===== config.mk =====
export PLATFORM = sky130hd
export DESIGN_NAME = wdt_sec_top
export DESIGN_NICKNAME = d
export VERILOG_FILES = /design/src/rtl/wdt_sec_pkg.sv /design/src/rtl/wdt_sec_ctrl.sv /design/src/rtl/wdt_sec_dp.sv /design/src/rtl/wdt_sec_top.sv
export SDC_FILE = /design/constraint.sdc
export NUM_CORES = 1
export LEC_CHECK = 0
export BUFFER_PORTS_ARGS = -buffer_cell sky130_fd_sc_hd__buf_2
export CORE_ASPECT_RATIO = 1.25
export CORE_MARGIN = 8
export CORE_UTILIZATION = 40
export CTS_BUF_LIST = sky130_fd_sc_hd__clkbuf_16
export CTS_CLUSTER_DIAMETER = 150
export CTS_CLUSTER_SIZE = 25
export DETAILED_ROUTE_END_ITERATION = 6
export PLACE_DENSITY_LB_ADDON = 0.05
export SETUP_SLACK_MARGIN = 0.15
export SLEW_MARGIN = 20
export SYNTH_ARGS = -nofsm -noshare
export SYNTH_HDL_FRONTEND = slang
export SYNTH_SLANG_ARGS = --single-unit

===== constraint.sdc =====
create_clock -name clk -period 2.35 [get_ports clk]
set_input_delay 0.1175 -clock clk [delete_from_list [all_inputs] [get_ports clk]]
set_output_delay 0.1175 -clock clk [all_outputs]
set_load 0.05 [all_outputs]

===== src/rtl/wdt_sec_pkg.sv =====
package wdt_sec_pkg;

  localparam int CNT_W = 8;

  typedef enum logic [1:0] {
    SEL_NONE  = 2'd0,
    SEL_COUNT = 2'd1,
    SEL_CTRL  = 2'd2,
    SEL_STS   = 2'd3
  } regSel_t;

  // strobes from control to datapath
  typedef struct packed {
    logic             loadCount;
    logic [CNT_W-1:0] loadVal;
    logic             reload;
    logic             unitTick;
    logic             clrFlag;
    logic             kbdRstEn;
  } wdtStb_t;

  localparam logic [7:0] IDX_STS = 8'hF7;

  function automatic logic [7:0] countIdx(input bit alt);
    return alt ? 8'hF4 : 8'hF6;
  endfunction

  function automatic logic [7:0] ctrlIdx(input bit alt);
    return alt ? 8'hF3 : 8'hF5;
  endfunction

endpackage


===== src/rtl/wdt_sec_ctrl.sv =====
module wdt_sec_ctrl
  import wdt_sec_pkg::*;
#(
  parameter int CLKS_PER_SEC = 1000,
  parameter int SECS_PER_MIN = 60,
  parameter bit ALT_LAYOUT   = 1'b0
) (
  input  logic       clk,
  input  logic       rstN,
  input  logic       idxWr,
  input  logic       dataWr,
  input  logic [7:0] wrData,
  input  logic       kbdAct,
  input  logic       mouseAct,
  input  logic       running,
  output wdtStb_t    stb,
  output regSel_t    sel,
  output logic [7:0] ctrlRd,
  output logic [7:0] stsCfgRd
);

  localparam int PRE_W = (CLKS_PER_SEC > 1) ? $clog2(CLKS_PER_SEC) : 1;
  localparam int MIN_W = (SECS_PER_MIN > 1) ? $clog2(SECS_PER_MIN) : 1;
  localparam logic [7:0] CNT_IDX  = countIdx(ALT_LAYOUT);
  localparam logic [7:0] CTRL_IDX = ctrlIdx(ALT_LAYOUT);

  logic [7:0]       idxQ;
  logic             minModeQ, kbdCtlEnQ, kbdRstEnQ;
  logic             mouseEnQ, kbdStsEnQ;
  logic             wrCount, wrCtrl, wrSts;
  logic             restart, secTick, minWrap;
  logic [PRE_W-1:0] preCnt;
  logic             activity;

  // index register and decode
  always_ff @(posedge clk or negedge rstN) begin
    if (!rstN)      idxQ <= 8'h00;
    else if (idxWr) idxQ <= wrData;
  end

  always_comb begin
    if (idxQ == CNT_IDX)       sel = SEL_COUNT;
    else if (idxQ == CTRL_IDX) sel = SEL_CTRL;
    else if (idxQ == IDX_STS)  sel = SEL_STS;
    else                       sel = SEL_NONE;
  end

  assign wrCount = dataWr && (sel == SEL_COUNT);
  assign wrCtrl  = dataWr && (sel == SEL_CTRL);
  assign wrSts   = dataWr && (sel == SEL_STS);

  // configuration bits
  always_ff @(posedge clk or negedge rstN) begin
    if (!rstN) begin
      minModeQ  <= 1'b0;
      kbdCtlEnQ <= 1'b0;
      kbdRstEnQ <= 1'b0;
      mouseEnQ  <= 1'b0;
      kbdStsEnQ <= 1'b0;
    end else begin
      if (wrCtrl) begin
        minModeQ  <= wrData[3];
        kbdCtlEnQ <= wrData[2];
        kbdRstEnQ <= wrData[1];
      end
      if (wrSts) begin
        mouseEnQ  <= wrData[7];
        kbdStsEnQ <= wrData[6];
      end
    end
  end

  assign ctrlRd   = {4'b0000, minModeQ, kbdCtlEnQ, kbdRstEnQ, 1'b0};
  assign stsCfgRd = {mouseEnQ, kbdStsEnQ, 6'b000000};

  assign activity = (kbdAct && (kbdCtlEnQ || kbdStsEnQ)) || (mouseAct && mouseEnQ);

  // timebase: restarts on any load, held while stopped
  assign restart = wrCount || stb.reload || !running;

  always_ff @(posedge clk or negedge rstN) begin
    if (!rstN)        preCnt <= '0;
    else if (restart || secTick) preCnt <= '0;
    else              preCnt <= preCnt + 1'b1;
  end

  assign secTick = (preCnt == PRE_W'(CLKS_PER_SEC - 1));

  generate
    if (SECS_PER_MIN > 1) begin : g_minDiv
      logic [MIN_W-1:0] minCnt;
      always_ff @(posedge clk or negedge rstN) begin
        if (!rstN)        minCnt <= '0;
        else if (restart) minCnt <= '0;
        else if (secTick) minCnt <= minWrap ? '0 : minCnt + 1'b1;
      end
      assign minWrap = (minCnt == MIN_W'(SECS_PER_MIN - 1));
    end else begin : g_noMinDiv
      assign minWrap = 1'b1;
    end
  endgenerate

  always_comb begin
    stb           = '0;
    stb.loadCount = wrCount;
    stb.loadVal   = wrData;
    stb.reload    = running && !wrCount && activity;
    stb.unitTick  = !restart && secTick && (!minModeQ || minWrap);
    stb.clrFlag   = wrSts && !wrData[4];
    stb.kbdRstEn  = kbdRstEnQ;
  end

endmodule


===== src/rtl/wdt_sec_dp.sv =====
module wdt_sec_dp
  import wdt_sec_pkg::*;
#(
  parameter int PULSE_CLKS = 16
) (
  input  logic             clk,
  input  logic             rstN,
  input  wdtStb_t          stb,
  output logic [CNT_W-1:0] countQ,
  output logic             flagQ,
  output logic             running,
  output logic             wdtOutN,
  output logic             kbdRstN
);

  localparam int PULSE_W = $clog2(PULSE_CLKS + 1);

  logic [CNT_W-1:0]   reloadValQ;
  logic [PULSE_W-1:0] pulseCnt;
  logic               kbdArmQ;
  logic               expire;

  assign running = (countQ != '0);
  assign expire  = !stb.loadCount && !stb.reload && stb.unitTick && (countQ == CNT_W'(1));

  // count register: write, then reload, then decrement
  always_ff @(posedge clk or negedge rstN) begin
    if (!rstN) begin
      countQ     <= '0;
      reloadValQ <= '0;
    end else begin
      if (stb.loadCount) begin
        countQ <= stb.loadVal;
        if (stb.loadVal != '0) reloadValQ <= stb.loadVal;
      end else if (stb.reload) begin
        countQ <= reloadValQ;
      end else if (stb.unitTick && running) begin
        countQ <= countQ - 1'b1;
      end
    end
  end

  // timeout flag: expiry dominates a clear in the same cycle
  always_ff @(posedge clk or negedge rstN) begin
    if (!rstN)            flagQ <= 1'b0;
    else if (expire)      flagQ <= 1'b1;
    else if (stb.clrFlag) flagQ <= 1'b0;
  end

  // expiry pulse generator
  always_ff @(posedge clk or negedge rstN) begin
    if (!rstN) begin
      pulseCnt <= '0;
      kbdArmQ  <= 1'b0;
    end else if (expire) begin
      pulseCnt <= PULSE_W'(PULSE_CLKS);
      kbdArmQ  <= stb.kbdRstEn;
    end else if (pulseCnt != '0) begin
      pulseCnt <= pulseCnt - 1'b1;
    end
  end

  assign wdtOutN = (pulseCnt == '0);
  assign kbdRstN = !((pulseCnt != '0) && kbdArmQ);

endmodule


===== src/rtl/wdt_sec_top.sv =====
module wdt_sec_top
  import wdt_sec_pkg::*;
#(
  parameter int CLKS_PER_SEC = 1000,
  parameter int SECS_PER_MIN = 60,
  parameter int PULSE_CLKS   = 16,
  parameter bit ALT_LAYOUT   = 1'b0
) (
  input  logic       clk,
  input  logic       rstN,
  input  logic       idxWr,
  input  logic       dataWr,
  input  logic [7:0] wrData,
  output logic [7:0] rdData,
  input  logic       kbdAct,
  input  logic       mouseAct,
  output logic       wdtOutN,
  output logic       kbdRstN
);

  wdtStb_t          stb;
  regSel_t          sel;
  logic [7:0]       ctrlRd, stsCfgRd;
  logic [CNT_W-1:0] countQ;
  logic             flagQ, running;

  wdt_sec_ctrl #(
    .CLKS_PER_SEC(CLKS_PER_SEC),
    .SECS_PER_MIN(SECS_PER_MIN),
    .ALT_LAYOUT  (ALT_LAYOUT)
  ) u_ctrl (
    .clk(clk), .rstN(rstN), .idxWr(idxWr), .dataWr(dataWr), .wrData(wrData),
    .kbdAct(kbdAct), .mouseAct(mouseAct), .running(running),
    .stb(stb), .sel(sel), .ctrlRd(ctrlRd), .stsCfgRd(stsCfgRd)
  );

  wdt_sec_dp #(
    .PULSE_CLKS(PULSE_CLKS)
  ) u_dp (
    .clk(clk), .rstN(rstN), .stb(stb), .countQ(countQ), .flagQ(flagQ),
    .running(running), .wdtOutN(wdtOutN), .kbdRstN(kbdRstN)
  );

  always_comb begin
    unique case (sel)
      SEL_COUNT: rdData = countQ;
      SEL_CTRL:  rdData = ctrlRd;
      SEL_STS:   rdData = stsCfgRd | {3'b000, flagQ, 4'b0000};
      default:   rdData = 8'h00;
    endcase
  end

endmodule


==> summary.md, run 1 <==
| Metric | Value |
|---|---|
| Syn-to-layout area delta | `16.6%` |
| Post-synthesis xor/xnor area fraction | `0.0433` |
| Unrepaired setup endpoints after global routing | `no` |
| Via count | `around 2300` |
| Buffer count from post-CTS setup fixing | `0` |
| Root buf cell | `clkbuf_16` |
| FP Rows | `34` |
| Largest net degree at the start of global routing | `38` |
| Hold path cells | `2` |
| Worst reg2reg path depth | `7` |
| Via density | `around 5.6` |
| Synth warn | `0` |
| Hold Violations, Final | `0` |
| Setup ws final | `a little under 0.3 ns` |
| EDFF count, synth | `0` |
| Normalized max-slew margin | `0.428` |
| CTS tree | `yes` |
| Critical path depth | `5` |
| Starting DRT DRC Count | `approximately 150` |
| PortBufs | `23` |
| Fraction of layout cells with a size suffix above 1 | `0.215` |
| Post-layout nets | `approximately 340` |
| Die extent in y | `between 100 and 150 um` |
| Top FF cell, synth | `dfrtp_1` |
| Clock transition at path regs | `around 0.070 ns` |
| Finished Layout Cells | `a little over 400` |
| Clock Skew | `around 0.0062 ns` |
| Routability congestion estimate | `0.880` |
| Synth Instances | `approximately 280` |
| Post-Synth Adder-Cell Area | `0.0310` |
| Max Cap Viol | `0` |
| Leak | `around 1.5 nW` |
| Req. time, crit path | `about 2.2 ns` |
| Min-Delay Path Class | `input pin to register` |
| Worst skew pair latency | `roughly 0.29 ns` |
| Synth Area in Compound Gates | `0.130` |
| Min Clock Period, post-route | `~2.1 ns` |
| Critical Path Slowest Stage Cell | `dfrtp_1` |
| Synth cell types | `50` |
| Worst IR drop on VDD | `approximately 0.53 mV` |
| First-pass GRT wire length | `roughly 12000 um` |
| Final setup viols | `0` |
| Worst Setup End Kind | `primary output` |
| Worst path cell trace | `nand4_1 > nor2_2 > and3b_1 > a22o_1 > buf_2` |
| Worst Path Arrival | `1.94 ns` |
| H-tree depth | `2` |
| Final Max Tran Viols | `0` |
| Largest family of logic cells by synthesized area | `simple AND/OR/NAND/NOR gates` |
| Status | `completed` |
| CP max FO | `6` |
| DP HPWL | `about 5400 um` |
| # DRC | `0` |
| Dpl ws | `around 0.31 ns` |
| Routed Antenna Nets | `0` |
| Setup CP Type | `register to primary output` |
| Starting Density | `0.410` |
| Seq/Total Area, Yosys | `0.460` |
| 1st-pass router iterations | `4` |
| # IOs | `24` |
| Most frequent cells in the layout | `dfrtp_1, nor2_1, buf_2, nand2_1` |
| FMAX | `roughly 0.49 GHz` |
| Ys async rst share | `1.00` |
| Gr usage total | `0.146` |
| Most common cell after layout, fill and taps aside | `dfrtp_1` |
| Drt wl/cell | `17.5 um` |
| Slew @ Worst Pin | `0.859 ns` |
| CTS Buf Count | `5` |
| Clock sinks | `52` |
| Final WL | `a little over 7000 um` |
| Synthesis-stage register bit count | `52` |
| Slowest stage delay, CP | `0.35 ns` |
| Fin util | `0.479` |
| Die ar. | `around 10000 sq um` |
| # diodes | `0` |
| Clock tree buffer depth | `2` |
| Cell Area, Synth | `2830 sq um` |
| CP delay by family, top | `simple AND/OR/NAND/NOR gates` |
| Crit path launch type | `register` |
| Power Density | `853 nW/um^2` |
| Core box area | `about 6900 sq um` |
| Vias in the first global route | `2225` |
| Period utilization | `0.877` |
| Avg Inst Size Synth | `10.0 sq um` |
| Simple-gate share of the synthesized area | `0.238` |
| DP Cell Count | `approximately 400` |
| Setup TNS Final | `0 ns` |
| Initial antenna violation count | `0` |
| CP bufs+invs | `1` |
| Die Width | `91.2 um` |
| Mapped Nets | `between 300 and 400` |
| Total global routing overflow | `0` |
| Mux contribution to synthesized area | `0.0708` |
## registers in the layout, summed over array words and instances, names as in the netlist
name,cells
u_dp.reloadValQ,8
u_dp.flagQ,1
u_ctrl.preCnt,10
u_ctrl.kbdStsEnQ,1
u_ctrl.kbdRstEnQ,1
u_dp.pulseCnt,5
u_ctrl.kbdCtlEnQ,1
u_ctrl.idxQ,8
u_ctrl.mouseEnQ,1
u_dp.countQ,8
u_ctrl.g_minDiv.minCnt,6
u_ctrl.minModeQ,1
u_dp.kbdArmQ,1
## worst reg2reg max path: cells and delay by family (launching register included)
kind	cells	cell delay [ns]
fa+ha+maj	1	0.24
simple gates	2	0.59
compound gates	3	0.52
buf+inv	1	0.16
flops	1	0.39
## where the power goes
part	internal, mW	switching, mW
Sequential	1.08	0.234
Combinational	0.378	0.421
Clock	0.388	0.315
## path summary, 6_finish.rpt
kind                                   from               end  slack [ns]
max                          u_ctrl.idxQ[5]         rdData[3]        0.29
min                               wrData[5]    u_ctrl.idxQ[5]        0.12
max reg2reg                u_ctrl.preCnt[0]    u_dp.countQ[0]        0.34
min reg2reg                u_ctrl.preCnt[0]  u_ctrl.preCnt[0]        0.49
max in group asynchronous              rstN  u_ctrl.preCnt[3]        1.20
min in group asynchronous              rstN  u_dp.pulseCnt[2]        0.48
## cell usage after synthesis (2+ instances only)
cell / instances / area [sq um]
buf_4: 2 / 15.0
nand3_1: 13 / 65.1
xor2_1: 3 / 26.3
nand4_1: 5 / 31.3
mux2_2: 15 / 169
o2111ai_1: 2 / 17.5
buf_2: 2 / 10.0
mux2i_1: 2 / 20.0
nor4_2: 2 / 25.0
nor3_1: 7 / 35.0
nor2_1: 25 / 93.8
o21a_1: 3 / 22.5
a21oi_1: 15 / 75.1
nor4_1: 6 / 37.5
nand2_1: 22 / 82.6
a22o_1: 12 / 105
a31oi_1: 5 / 31.3
clkbuf_1: 3 / 11.3
nand2b_1: 9 / 56.3
xnor2_1: 11 / 96.3
o211ai_1: 2 / 15.0
inv_1: 8 / 30.0
dfrtp_1: 52 / 1300
and3_1: 7 / 43.8
nand4b_1: 2 / 17.5
or3_1: 6 / 37.5
ha_1: 7 / 87.6
or4_1: 2 / 15.0
o21ai_0: 9 / 45.0
o21ai_1: 3 / 15.0
## metrics by stage
| stage | hold slack, ns | total power [mW] | area [sq um] |
|---|---|---|---|
| 2_1_floorplan | -0.178 | 1.84 | 2840 |
| 3_5_place_dp | 0.280 | 2.12 | 3140 |
| 3_3_place_gp | 0.286 | 2.11 | 3140 |
| 5_1_grt | 0.121 | 3.00 | 3300 |
| 4_1_cts | 0.113 | 2.84 | 3290 |
| 6_report | 0.121 | 2.82 | 3300 |
## final cells by class
type / count / area, sq um
inverters: 8 / 30.0
clock buffers: 5 / 125
repair buffers: 39 / 238
well taps: 90 / 113
flip-flops and latches: 52 / 1300
multi-input cells: 214 / 1480
clock inverters: 3 / 15.0
fillers: 675 / 3590
## repair_timing
action	in CTS	in global routing
endpoints found under the hold margin	35	0
setup endpoints to repair	0	6
resized for setup	0	3
hold buffers	1	0
## logic make-up (layout without fill, tap and decap cells)
family / count (synthesis) / in the layout
AO/OA/AOI/OAI: 56 / 56
adder cells (fa/ha/maj): 7 / 7
multiplexers: 18 / 18
buffers and inverters: 16 / 55
flip-flops: 52 / 52
AND/OR/NAND/NOR: 119 / 119
XOR/XNOR: 14 / 14
## per-layer routing
layer,vias to the layer above,track usage,part of all wire
met5,-,0,0
met4,0,0.0680,0.026
met3,15,0.0305,0.049
met2,54,0.240,0.47
met1,1123,0.182,0.46
li1,1105,-,-
No activity file was read; power rests on OpenSTA's default activity.
==> run 2: changes to the inputs <==
Clock period 2.35 ns to 2.2 ns, I/O delays scaled along.
==> run 2 against run 1 <==
Effect of this change: first-iteration DRC count up 3.2%; utilization rose by 1.8 points; critical endpoint is now u_ctrl.g_minDiv.minCnt[3]; critical path type is now register to register; final area increased by 3.8%; routed wire length is 2.3% higher; largest power group unchanged.
==> summary.md, run 2 (synthesized netlist as in run 1, its figures left out) <==
| Metric | Value |
|---|---|
| Status | `completed` |
| Area of placed instances | `3210 sq um` |
| P_sw | `~1.1 mW` |
| Clock tree buffer depth | `2` |
| Req. time, crit path | `2.42 ns` |
| # IOs | `24` |
| Setup TNS Final | `0 ns` |
| CTS tree | `yes` |
| Initial antenna violation count | `0` |
| # DRC | `0` |
| Setup ws final | `around 0.27 ns` |
| Unrepaired setup endpoints after global routing | `no` |
| Die ar. | `10000 sq um` |
| Total global routing overflow | `0` |
| Internal power | `between 2 and 2.5 mW` |
| Starting Density | `0.410` |
| Most common cell after layout, fill and taps aside | `dfrtp_1` |
| H-tree depth | `2` |
| Crit path launch type | `register` |
| Via density | `between 5 and 6` |
| FMAX | `around 0.52 GHz` |
| Drt wl/cell | `between 15 and 20 um` |
| First-pass GRT wire length | `approximately 12000 um` |
| Comb power frac | `0.304` |
| Fraction of layout cells with a size suffix above 1 | `0.257` |
| Net Sw Frac | `0.334` |
| Starting DRT DRC Count | `about 160` |
| Largest net degree at the start of global routing | `29` |
| Root buf cell | `clkbuf_16` |
| Period utilization | `0.876` |
| Syn-to-layout area delta | `21.1%` |
| Vias in the first global route | `roughly 2300` |
| Routability congestion estimate | `0.861` |
| Hold Violations, Final | `0` |
| CTS Buf Count | `5` |
| Max Cap Viol | `0` |
| Clock share of power | `0.270` |
| CP max FO | `8` |
| Power Total | `3.23 mW` |
| Most frequent cells in the layout | `dfrtp_1, nor2_1, buf_4, nand2_1, buf_2` |
| Final setup viols | `0` |
| Min-Delay Path Class | `input pin to register` |
| Clock transition at path regs | `approximately 0.070 ns` |
| Power Density | `around 940 nW/um^2` |
| Clock Skew | `around 0.0033 ns` |
| Die extent in y | `110 um` |
| Largest Register | `u_ctrl.preCnt` |
| DP HPWL | `between 5000 and 6000 um` |
| Worst Path Arrival | `~2.1 ns` |
| Post-layout nets | `347` |
| 1st-pass router iterations | `4` |
| Normalized max-slew margin | `0.594` |
| PortBufs | `23` |
| FP Rows | `34` |
| Min Clock Period, post-route | `about 1.9 ns` |
| Worst path cell trace | `ha_2 > nand2_1 > or4_4 > buf_4 > or3_1 > a21oi_1` |
| Worst IR drop on VDD | `about 0.57 mV` |
| Final Cell Area | `around 3400 sq um` |
| Setup CP Type | `register to register` |
| Largest register FFs | `10` |
| Die Width | `just over 90 um` |
| Via count | `approximately 2300` |
| Gr usage total | `0.153` |
| Clock sinks | `52` |
| Critical Path Slowest Stage Cell | `or4_4` |
| Worst Setup End Kind | `register` |
| Final WL | `7370 um` |
| Core box area | `6890 sq um` |
| # diodes | `0` |
| Final Max Tran Viols | `0` |
| Slowest stage delay, CP | `between 0.4 and 0.5 ns` |
| Fin util | `0.497` |
| Worst skew pair latency | `slightly below 0.3 ns` |
| Slew @ Worst Pin | `slightly above 0.6 ns` |
| Dpl ws | `0.187 ns` |
| Routed Antenna Nets | `0` |
| Flop pwr share | `0.426` |
| Leak | `about 1.5 nW` |
## run 2: layout make-up
cell class / count / area (sq um)
Inverter: 8 / 30.0
Clock inverter: 3 / 38.8
Timing Repair Buffer: 45 / 305
Sequential cell: 52 / 1300
Tap cell: 90 / 113
Multi-Input combinational cell: 214 / 1510
Fill cell: 685 / 3470
Clock buffer: 5 / 125
## run 2: final timing paths
path / slack (ns) / from / depth (start not counted) / to
min in group asynchronous: 0.36 / rstN / 2 / u_ctrl.kbdRstEnQ
min reg2reg: 0.49 / u_dp.reloadValQ[5] / 2 / u_dp.reloadValQ[5]
min: 0.10 / wrData[5] / 2 / u_ctrl.idxQ[5]
max in group asynchronous: 1.26 / rstN / 3 / u_dp.countQ[1]
max reg2reg: 0.27 / u_ctrl.preCnt[0] / 6 / u_ctrl.g_minDiv.minCnt[3]
max: 0.27 / u_ctrl.preCnt[0] / 6 / u_ctrl.g_minDiv.minCnt[3]
## run 2: layer usage
| layer | vias up | share of wire | track usage |
|---|---|---|---|
| met2 | 47 | 0.48 | 0.254 |
| met1 | 1081 | 0.45 | 0.190 |
| met3 | 14 | 0.042 | 0.0298 |
| li1 | 1123 | - | - |
| met5 | - | 0 | 0 |
| met4 | 0 | 0.026 | 0.0692 |
## run 2: power by group through the flow
stage	clock network [mW]	logic [mW]	registers, mW
floorplan	0	0.672	1.33
global placement	0	0.975	1.37
detailed placement	0	0.960	1.38
CTS	0.896	0.966	1.36
global route	0.923	1.08	1.41
finish	0.869	0.982	1.37
## run 2: what timing repair did
action,in CTS,in global routing
setup buffers,0,1
pin swaps,0,2
hold buffers,1,0
setup endpoints to repair,5,22
endpoints found under the hold margin,24,0
gates resized for setup,4,7
## run 2: worst max-delay path, delay by kind of cell (launching register included)
kind / cells / cell delay, ns
adder cells (fa/ha/maj): 1 / 0.23
AO/OA/AOI/OAI: 1 / 0.15
AND/OR/NAND/NOR: 3 / 0.90
flip-flops: 1 / 0.40
buffers and inverters: 1 / 0.19
## run 2: stage by stage
step,cells,hold slack [ns]
4_1_cts,416,0.0955
3_3_place_gp,407,0.152
6_report,417,0.103
5_1_grt,417,0.105
2_1_floorplan,282,-0.186
3_5_place_dp,407,0.156
==> run 3: changes to the inputs <==
--- a/config.mk
+++ b/config.mk
@@ -7,5 +7,5 @@
 export LEC_CHECK = 0
 export BUFFER_PORTS_ARGS = -buffer_cell sky130_fd_sc_hd__buf_2
-export CORE_ASPECT_RATIO = 1.25
+export CORE_ASPECT_RATIO = 0.8
 export CORE_MARGIN = 8
 export CORE_UTILIZATION = 40
==> constraint.sdc (replaced) <==
create_clock -name clk -period 2.2 [get_ports clk]
set_input_delay 0.22 -clock clk [delete_from_list [all_inputs] [get_ports clk]]
set_output_delay 0.22 -clock clk [all_outputs]
set_load 0.05 [all_outputs]
==> run 3 against run 2 <==
Effect of this change: utilization is 0.27 points lower; sequential power is 3% higher; first-iteration DRC count is 19% lower; via count is 0.66% lower; global-route usage is 0.42 points lower; maximum frequency is 3.3% lower; critical path type is now register to primary output; largest cell class unchanged; highest routed layer unchanged.
==> summary.md, run 3 (synthesized netlist as in run 1, its figures left out) <==
| Metric | Value |
|---|---|
| Status | `completed` |
| DP HPWL | `between 5000 and 6000 um` |
| Area of the multi-input gates | `1510 sq um` |
| Largest net degree at the start of global routing | `31` |
| Clock transition at path regs | `roughly 0.07 ns` |
| Vias in the first global route | `approximately 2200` |
| Net Sw Frac | `0.347` |
| Die ar. | `10000 sq um` |
| Clock Skew | `~0.0066 ns` |
| Final Cell Area | `3390 sq um` |
| Fin util | `0.494` |
| Area of placed instances | `between 3000 and 4000 sq um` |
| Die Width | `roughly 110 um` |
| Starting DRT DRC Count | `129` |
| Clock share of power | `0.249` |
| First-pass GRT wire length | `about 12000 um` |
| PortBufs | `23` |
| Largest register FFs | `10` |
| CP max FO | `5` |
| Die extent in y | `between 90 and 100 um` |
| Core box area | `6860 sq um` |
| Period utilization | `0.906` |
| DP Cell Count | `just under 400` |
| Most frequent cells in the layout | `dfrtp_1, nor2_1, nand2_1, buf_2, buf_4` |
| Hold Violations, Final | `0` |
| Power Density | `approximately 900 nW/um^2` |
| Layout fillers | `roughly 660` |
| Largest Register | `u_ctrl.preCnt` |
| Clock sinks | `52` |
| Drt wl/cell | `~17 um` |
| Initial antenna violation count | `0` |
| Final Max Tran Viols | `0` |
| FMAX | `about 0.5 GHz` |
| Via count | `~2300` |
| Most common cell after layout, fill and taps aside | `dfrtp_1` |
| Max Cap Viol | `0` |
| Worst IR drop on VDD | `around 0.45 mV` |
| Fraction of layout cells with a size suffix above 1 | `0.268` |
| H-tree depth | `2` |
| Root buf cell | `clkbuf_16` |
| Gr usage total | `0.149` |
| Storage element area | `approximately 1300 sq um` |
| Normalized max-slew margin | `0.619` |
| Flop pwr share | `0.458` |
| CTS tree | `yes` |
| Worst Path Arrival | `1.77 ns` |
| Worst skew pair latency | `0.29 ns` |
| Leak | `around 1.5 nW` |
| Setup CP Type | `register to primary output` |
| Reg2Reg Setup Slack | `0.26 ns` |
| Req. time, crit path | `approximately 2 ns` |
| Internal power | `between 2 and 2.5 mW` |
| Post-layout nets | `between 300 and 400` |
| Starting Density | `0.413` |
| FP Rows | `27` |
| 1st-pass router iterations | `4` |
| Final WL | `7030 um` |
| Worst Setup End Kind | `primary output` |
| Routed Antenna Nets | `0` |
| Unrepaired setup endpoints after global routing | `yes` |
| Clock tree buffer depth | `2` |
| # DRC | `0` |
| Crit path launch type | `register` |
| Total global routing overflow | `0` |
| Min Clock Period, post-route | `between 1.5 and 2 ns` |
| Comb power frac | `0.293` |
| Via density | `about 5.5` |
| Syn-to-layout area delta | `19.9%` |
| # diodes | `0` |
| P_sw | `around 1.1 mW` |
| # IOs | `24` |
| Finished Layout Cells | `around 400` |
| Hold Slack | `between 0.2 and 0.25 ns` |
| Final setup viols | `0` |
| Setup TNS Final | `0 ns` |
| Slew @ Worst Pin | `0.571 ns` |
| CTS Buf Count | `5` |
| Routability congestion estimate | `0.791` |
| Min-Delay Path Class | `input pin to register` |
==> run 3: changes by cell type in the layout (fill, tap and decap cells not counted), sizes merged <==
| cell | before | now |
|---|---|---|
| clkinvlp | 0 | 1 |
| bufinv | 1 | 0 |
| clkbuf | 6 | 9 |
| buf | 43 | 38 |
==> run 3: metal layers <==
layer	wire length, um	up-vias	GRT usage
met1	3730	1072	0.231
li1	-	1132	-
met5	0	-	0
met2	2930	40	0.198
met3	309	6	0.0290
met4	69	0	0.0438
==> run 3: power groups by stage <==
stage	clock network [mW]	registers, mW	logic, mW
2_1_floorplan	0	1.33	0.672
3_3_place_gp	0	1.43	0.847
3_5_place_dp	0	1.43	0.843
4_1_cts	0.796	1.41	0.850
5_1_grt	0.837	1.45	1.01
6_report	0.769	1.41	0.904
==> run 3: repair_timing <==
action,4_1_cts,5_1_grt
hold endpoints to repair,22,0
endpoints found under the setup margin,2,28
gates resized for setup,2,13
pin swaps,0,2
setup buffers,0,6
hold buffers,1,0
==> run 3: final timing paths <==
kind                             startpoint                         to  cells past startpoint
hold / removal                    wrData[5]             u_ctrl.idxQ[5]                      2
setup / recovery             u_ctrl.idxQ[3]                  rdData[4]                      6
min in group asynchronous              rstN  u_ctrl.g_minDiv.minCnt[5]                      2
setup reg to reg           u_ctrl.preCnt[0]  u_ctrl.g_minDiv.minCnt[5]                      6
hold reg to reg            u_ctrl.preCnt[0]           u_ctrl.preCnt[0]                      1
max in group asynchronous              rstN             u_dp.countQ[4]                      3
==> run 3: layout make-up <==
class	instances	area share
repair buffers	43	0.0856
flip-flops and latches	52	0.386
well taps	87	0.0321
inverters	8	0.00886
clock buffers	5	0.0369
clock inverters	3	0.00590
multi-input cells	214	0.445
==> run 3: per-stage QoR <==
step                power, mW  worst slack (ns)
finish                   3.09             0.208
global placement         2.28             0.168
floorplan                2.00             0.101
global route             3.29             0.118
detailed placement       2.27             0.106
CTS                      3.06             0.150
==> run 3: worst max-delay path, cell delays in order (launching register included) <==
cell and delay, ns:
dfrtp_1 0.37, nand2b_2 0.23, nor2_1 0.16, buf_4 0.15, and3_1 0.18, a22o_1 0.14, buf_2 0.26
